[src/rtl/enc_step_pkg.sv]
package enc_step_pkg;
  typedef enum logic [1:0] {
    STEP_NONE = 2'd0,
    STEP_UP   = 2'd1,
    STEP_DN   = 2'd2
  } step_e;
endpackage

[src/rtl/enc_sync.sv]
module enc_sync #(
  parameter int W      = 2,
  parameter int STAGES = 2
) (
  input  logic         clk_i,
  input  logic         rst_ni,
  input  logic [W-1:0] d_i,
  output logic [W-1:0] q_o
);
  logic [W-1:0] stage_q [STAGES];

  for (genvar s = 0; s < STAGES; s++) begin : g_stage
    always_ff @(posedge clk_i or negedge rst_ni) begin
      if (!rst_ni) stage_q[s] <= '1;  // idle encoder reads high
      else if (s == 0) stage_q[s] <= d_i;
      else stage_q[s] <= stage_q[(s == 0) ? 0 : s-1];
    end
  end

  assign q_o = stage_q[STAGES-1];
endmodule

[src/rtl/enc_frame_div.sv]
module enc_frame_div #(
  parameter int SAMPLE_FRAMES = 64
) (
  input  logic clk_i,
  input  logic rst_ni,
  input  logic frame_i,
  output logic tick_o
);
  localparam int CNT_W = $clog2(SAMPLE_FRAMES + 1);
  localparam logic [CNT_W-1:0] RELOAD_V = CNT_W'(SAMPLE_FRAMES);
  localparam logic [CNT_W-1:0] LAST_V   = CNT_W'(1);

  logic [CNT_W-1:0] cnt_q;

  assign tick_o = frame_i && (cnt_q == LAST_V);

  always_ff @(posedge clk_i or negedge rst_ni) begin
    if (!rst_ni) cnt_q <= RELOAD_V;
    else if (tick_o) cnt_q <= RELOAD_V;
    else if (frame_i) cnt_q <= cnt_q - LAST_V;
  end

  assert_cnt_range_R2: assert property (@(posedge clk_i) disable iff (!rst_ni)
    (cnt_q != '0) && (cnt_q <= RELOAD_V));
  assert_idle_hold_R2: assert property (@(posedge clk_i) disable iff (!rst_ni)
    !frame_i |=> $stable(cnt_q));
endmodule

[src/rtl/enc_step_fsm.sv]
module enc_step_fsm
  import enc_step_pkg::*;
(
  input  logic  clk_i,
  input  logic  rst_ni,
  input  logic  tick_i,
  input  logic  a_i,
  input  logic  b_i,
  output step_e step_o
);
  logic handled_q;  // current low period of A already produced its step

  always_comb begin
    step_o = STEP_NONE;
    if (tick_i && !a_i && !handled_q) step_o = b_i ? STEP_DN : STEP_UP;
  end

  always_ff @(posedge clk_i or negedge rst_ni) begin
    if (!rst_ni) handled_q <= 1'b1;
    else if (tick_i) handled_q <= !a_i;
  end

  assert_single_step_R4: assert property (@(posedge clk_i) disable iff (!rst_ni)
    (step_o != STEP_NONE) |=> (step_o == STEP_NONE));
  assert_high_rearms_R3: assert property (@(posedge clk_i) disable iff (!rst_ni)
    (tick_i && a_i) |-> (step_o == STEP_NONE));
endmodule

[src/rtl/enc_delay_acc.sv]
module enc_delay_acc
  import enc_step_pkg::*;
#(
  parameter int W = 8
) (
  input  logic         clk_i,
  input  logic         rst_ni,
  input  step_e        step_i,
  output logic [W-1:0] value_o
);
  localparam logic [W-1:0] ONE = W'(1);

  always_ff @(posedge clk_i or negedge rst_ni) begin
    if (!rst_ni) value_o <= '0;
    else begin
      unique case (step_i)
        STEP_UP: value_o <= value_o + ONE;  // wraps modulo 2**W
        STEP_DN: value_o <= value_o - ONE;
        default: value_o <= value_o;
      endcase
    end
  end
endmodule

[src/rtl/enc_step_decoder.sv]
module enc_step_decoder
  import enc_step_pkg::*;
#(
  parameter int SAMPLE_FRAMES = 64,
  parameter int SYNC_STAGES   = 2,
  parameter int DELAY_W       = 8
) (
  input  logic               clk_i,
  input  logic               rst_ni,
  input  logic               frame_i,
  input  logic               enc_a_i,
  input  logic               enc_b_i,
  output logic [DELAY_W-1:0] delay_hi_o
);
  logic [1:0] pins_s;
  logic       tick;
  step_e      step;

  enc_sync #(.W(2), .STAGES(SYNC_STAGES)) u_sync (
    .clk_i(clk_i), .rst_ni(rst_ni), .d_i({enc_b_i, enc_a_i}), .q_o(pins_s)
  );

  enc_frame_div #(.SAMPLE_FRAMES(SAMPLE_FRAMES)) u_div (
    .clk_i(clk_i), .rst_ni(rst_ni), .frame_i(frame_i), .tick_o(tick)
  );

  enc_step_fsm u_fsm (
    .clk_i(clk_i), .rst_ni(rst_ni), .tick_i(tick),
    .a_i(pins_s[0]), .b_i(pins_s[1]), .step_o(step)
  );

  enc_delay_acc #(.W(DELAY_W)) u_acc (
    .clk_i(clk_i), .rst_ni(rst_ni), .step_i(step), .value_o(delay_hi_o)
  );

  assert_step_needs_frame_R2: assert property (@(posedge clk_i) disable iff (!rst_ni)
    (step != STEP_NONE) |-> frame_i);
  assert_hold_without_step_R2: assert property (@(posedge clk_i) disable iff (!rst_ni)
    (step == STEP_NONE) |=> $stable(delay_hi_o));
  assert_up_by_one_R6: assert property (@(posedge clk_i) disable iff (!rst_ni)
    (step == STEP_UP) |=> (delay_hi_o == DELAY_W'($past(delay_hi_o) + 1'b1)));
  assert_down_by_one_R7: assert property (@(posedge clk_i) disable iff (!rst_ni)
    (step == STEP_DN) |=> (delay_hi_o == DELAY_W'($past(delay_hi_o) - 1'b1)));
endmodule

[config.mk]
export PLATFORM = sky130hd
export DESIGN_NAME = enc_step_decoder
export DESIGN_NICKNAME = d
export VERILOG_FILES = /design/src/rtl/enc_step_pkg.sv /design/src/rtl/enc_sync.sv /design/src/rtl/enc_frame_div.sv /design/src/rtl/enc_step_fsm.sv /design/src/rtl/enc_delay_acc.sv /design/src/rtl/enc_step_decoder.sv
export SDC_FILE = /design/constraint.sdc
export NUM_CORES = 1
export LEC_CHECK = 0
export CAP_MARGIN = 20
export CORE_UTILIZATION = 45
export CTS_CLUSTER_SIZE = 40
export DETAILED_ROUTE_END_ITERATION = 8
export GPL_TIMING_DRIVEN = 0
export PLACE_DENSITY_LB_ADDON = 0.08
export SLEW_MARGIN = 25
export SYNTH_ARGS = -nofsm -noshare
export SYNTH_HDL_FRONTEND = slang
export SYNTH_HIERARCHICAL = 1
export SYNTH_SLANG_ARGS = --single-unit
export TNS_END_PERCENT = 1
[constraint.sdc]
create_clock -name clk_i -period 9 [get_ports clk_i]
set_input_delay 0.9 -clock clk_i [delete_from_list [all_inputs] [get_ports clk_i]]
set_output_delay 0.9 -clock clk_i [all_outputs]
set_load 0.005 [all_outputs]
==> impl_metrics.csv <==
group,metric,value,unit
timing,rsz0062_at_grt,"false",
drt,wl_per_cell,14.0,um
power,ir_drop,0.104,mV
global_routing,grt_pass1_wl,4.88,mm
die,die_y,57.6,um
timing,max_freq,0.223,GHz
critical_path,cp.arrival,4.70,ns
layout,fin_cells,193,
timing,drv_slew,0,
clock_tree,cts_hold_buf,0,
power,power_density,146,nW/um^2
global_routing,grt_overflow_total,0,
placed_design,dp_cells,189,
critical_path,critPathTopFamily,"simple AND/OR/NAND/NOR gates",
timing,post-route-period-util,49.8,%
power,internal_power,0.160,mW
clock_tree,cts_sinks,20,
synthesis,synthTopCellsByCount,"14 x dfrtp_1, 13 x nor2_1, 9 x inv_1",
synthesis,synth_edf_count,0,
global_routing,grt_pass1_vias,1113,
timing,fin_setup_tns,0,ns
die,core_area,2850,sq um
die,die_width,57.6,um
layout,fill_cells,272,
timing,hold_viol,0,
global_routing,grt_usage,19.1,%
clock_tree,clockBufferDepth,2,
global_routing,antenna_found_initial,0,
run_status,violations,"DRC",
critical_path,cp_max_fo,10,
power,pwr-share-seq,55.4,%
clock_tree,clk_pin_slew,0.11,ns
clock_tree,htreeDepth,1,
drt,drtIter0Drc,62,
power,switching_share,30.7,%
clock_tree,post_cts_buffers,0,
synthesis,synthesis.area,1390,sq um
timing,layout_min_cycle_time,4.48,ns
clock_tree,cts_tree,"yes",
die,die_area,3320,sq um
die,placementRows,19,
critical_path,crit_chain,"clkdlybuf4s50_1 > or4b_4 > nor3_1 > nand2_1 > nor3_1 > ha_1 > buf_2 > buf_2 > xor2_1 > ha_1 > a31oi_1 > o22ai_1 > mux2i_1 > xnor2_1",
critical_path,crit_required,9.22,ns
clock_tree,cts_resized,0,
die,start_util,48.7,%
layout,diodes,0,
synthesis,synthTopCellsByArea,"dfrtp_1 25%, dfstp_2 11%, ha_1 4.5%",
synthesis,synth_ff_type,"dfrtp_1",
clock_tree,cts_root_buf,"clkbuf_4",
critical_path,cp-start-kind,"input port",
critical_path,critPathKind,"input port to flip-flop",
drt,postRouteAntennaNets,0,
drt,via_count,1136,
timing,relSlewSlack,54.6,%
critical_path,worstSetupEndpointType,"flip-flop",
placed_design,place_congestion,0.837,
timing,final.setup_skew,0.0149,ns
synthesis,synth_most_common_cell,"dfrtp_1",
die,io_pins,13,
power,p_comb_share,21.1,%
placed_design,io_buffers,12,
layout,final_layout_size_suffix_gt1_share,19.8,%
synthesis,ys_seq_area_share,36.5,%
synthesis,synth_area_leader_cell,"dfrtp_1",
critical_path,critPathMaxStageDelay,0.58,ns
layout,multiInputGateArea,768,sq um
power,clock_power_share,23.5,%
clock_tree,numCtsBuffers,3,
synthesis,synth_area_per_cell,9.52,sq um
min_path,hp-class,"flip-flop to flip-flop",
synthesis,ys_async_sr_fraction,100,%
synthesis,ys.warnings.count,6,
drt,drt_wl_total,2.70,mm
synthesis,synthesis.nets,156,
synthesis,synthDistinctLibCells,49,
flow_run,maxCapViolCount,0,
drt,dr.pass1.iters,6,
run_status,status,"finished with violations",
timing,holdWs,0.365,ns
critical_path,slowest_stage,"clkdlybuf4s50_1",
drt,route.detailed.drc,1,
power,leakagePower,0.708,nW
layout,final_nets,173,
timing,finalSetupViolCount,0,
layout,regArea,508,sq um
timing,worst_pin_slew,0.676,ns
power,p_switching,0.0707,mW
global_routing,grt_max_degree,21,
drt,drt-vias-per-instance,5.89,
synthesis,yosysTopAreaCellShare,25.2,%
clock_tree,clock_latency,0.31,ns
layout,area_growth,13.7,%
placed_design,hpwl,1.93,mm
synthesis,synthCells,146,
critical_path,worst-path-buf-inv,3,
synthesis,synth-seq-cells,20,
[per-layer routing]
layer	vias to the layer above	part of all wire, %	global-route usage, %
met1	538	45	24.4
met5	-	0	0
li1	559	-	-
met4	0	1.0	5.57
met2	35	49	32.7
met3	4	4.3	3.63
[cells in the final DEF (no fill, tap or decap), types with 5 or more instances in the layout]
| cell type | Yosys | layout |
|---|---|---|
| mux2i_1 | 5 | 5 |
| dfstp_2 | 6 | 6 |
| buf_2 | 4 | 5 |
| ha_1 | 5 | 5 |
| a21oi_1 | 5 | 5 |
| xnor2_1 | 5 | 5 |
| inv_1 | 9 | 9 |
| nor2_1 | 13 | 13 |
| dfrtp_1 | 14 | 14 |
| nor3_1 | 6 | 6 |
| nand2_1 | 8 | 8 |
| clkdlybuf4s50_1 | 0 | 11 |
| nand3_1 | 5 | 5 |
[area by class of cell]
cell class                 count  area share (%)
inverter                      10            2.38
multi-input combinational    105            48.6
buffer                        11            4.83
sequential                    20            32.1
clock buffer                   4            2.30
timing repair buffer          12            7.28
tap                           31            2.45
[through the flow]
stage	power [mW]	setup slack [ns]	cell area [sq um]	utilization, %
6_report	0.230	4.52	1580	55.4
5_1_grt	0.248	4.24	1580	55.4
4_1_cts	0.234	4.53	1590	55.6
3_5_place_dp	0.178	4.21	1550	54.3
3_3_place_gp	0.175	4.23	1550	54.3
2_1_floorplan	0.162	5.29	1390	-
[power groups by stage]
stage,combinational [mW],clock (mW),sequential [mW]
finish,0.0485,0.0542,0.128
global route,0.0562,0.0607,0.131
CTS,0.0495,0.0567,0.127
detailed placement,0.0497,0,0.129
global placement,0.0469,0,0.128
floorplan,0.0373,0,0.125
[path summary, 6_finish.rpt]
| check | depth (start not counted) | slack (ns) | startpoint | to |
|---|---|---|---|---|
| setup reg to reg | 13 | 5.22 | u_div/cnt_q[4] | u_acc/value_o[4] |
| setup / recovery | 14 | 4.52 | frame_i | u_acc/value_o[4] |
| hold / removal | 0 | 0.36 | u_sync/stage_q[2] | u_sync/q_o[0] |
| max in group asynchronous | 1 | 8.13 | rst_ni | u_sync/q_o[0] |
| hold reg to reg | 0 | 0.36 | u_sync/stage_q[2] | u_sync/q_o[0] |
| min in group asynchronous | 1 | 0.51 | rst_ni | u_acc/value_o[2] |
[sequential cells by signal (all words and copies together), names as in the netlist]
| signal | count |
|---|---|
| u_sync/q_o | 2 |
| u_acc/value_o | 8 |
| u_sync/stage_q | 2 |
| u_div/cnt_q | 7 |
| u_fsm/handled_q | 1 |
[cells by family after synthesis]
logic type / after synthesis / synth area share [%]
AOI/OAI and AO/OA: 29 / 16.2
xor gates and xnor gates: 9 / 5.67
adders and majority gates: 5 / 4.50
buffers and inverters: 21 / 8.19
DFF: 20 / 36.5
muxes: 7 / 5.22
and+or+nand+nor: 55 / 23.7
Power figures use the tool's default switching activity.
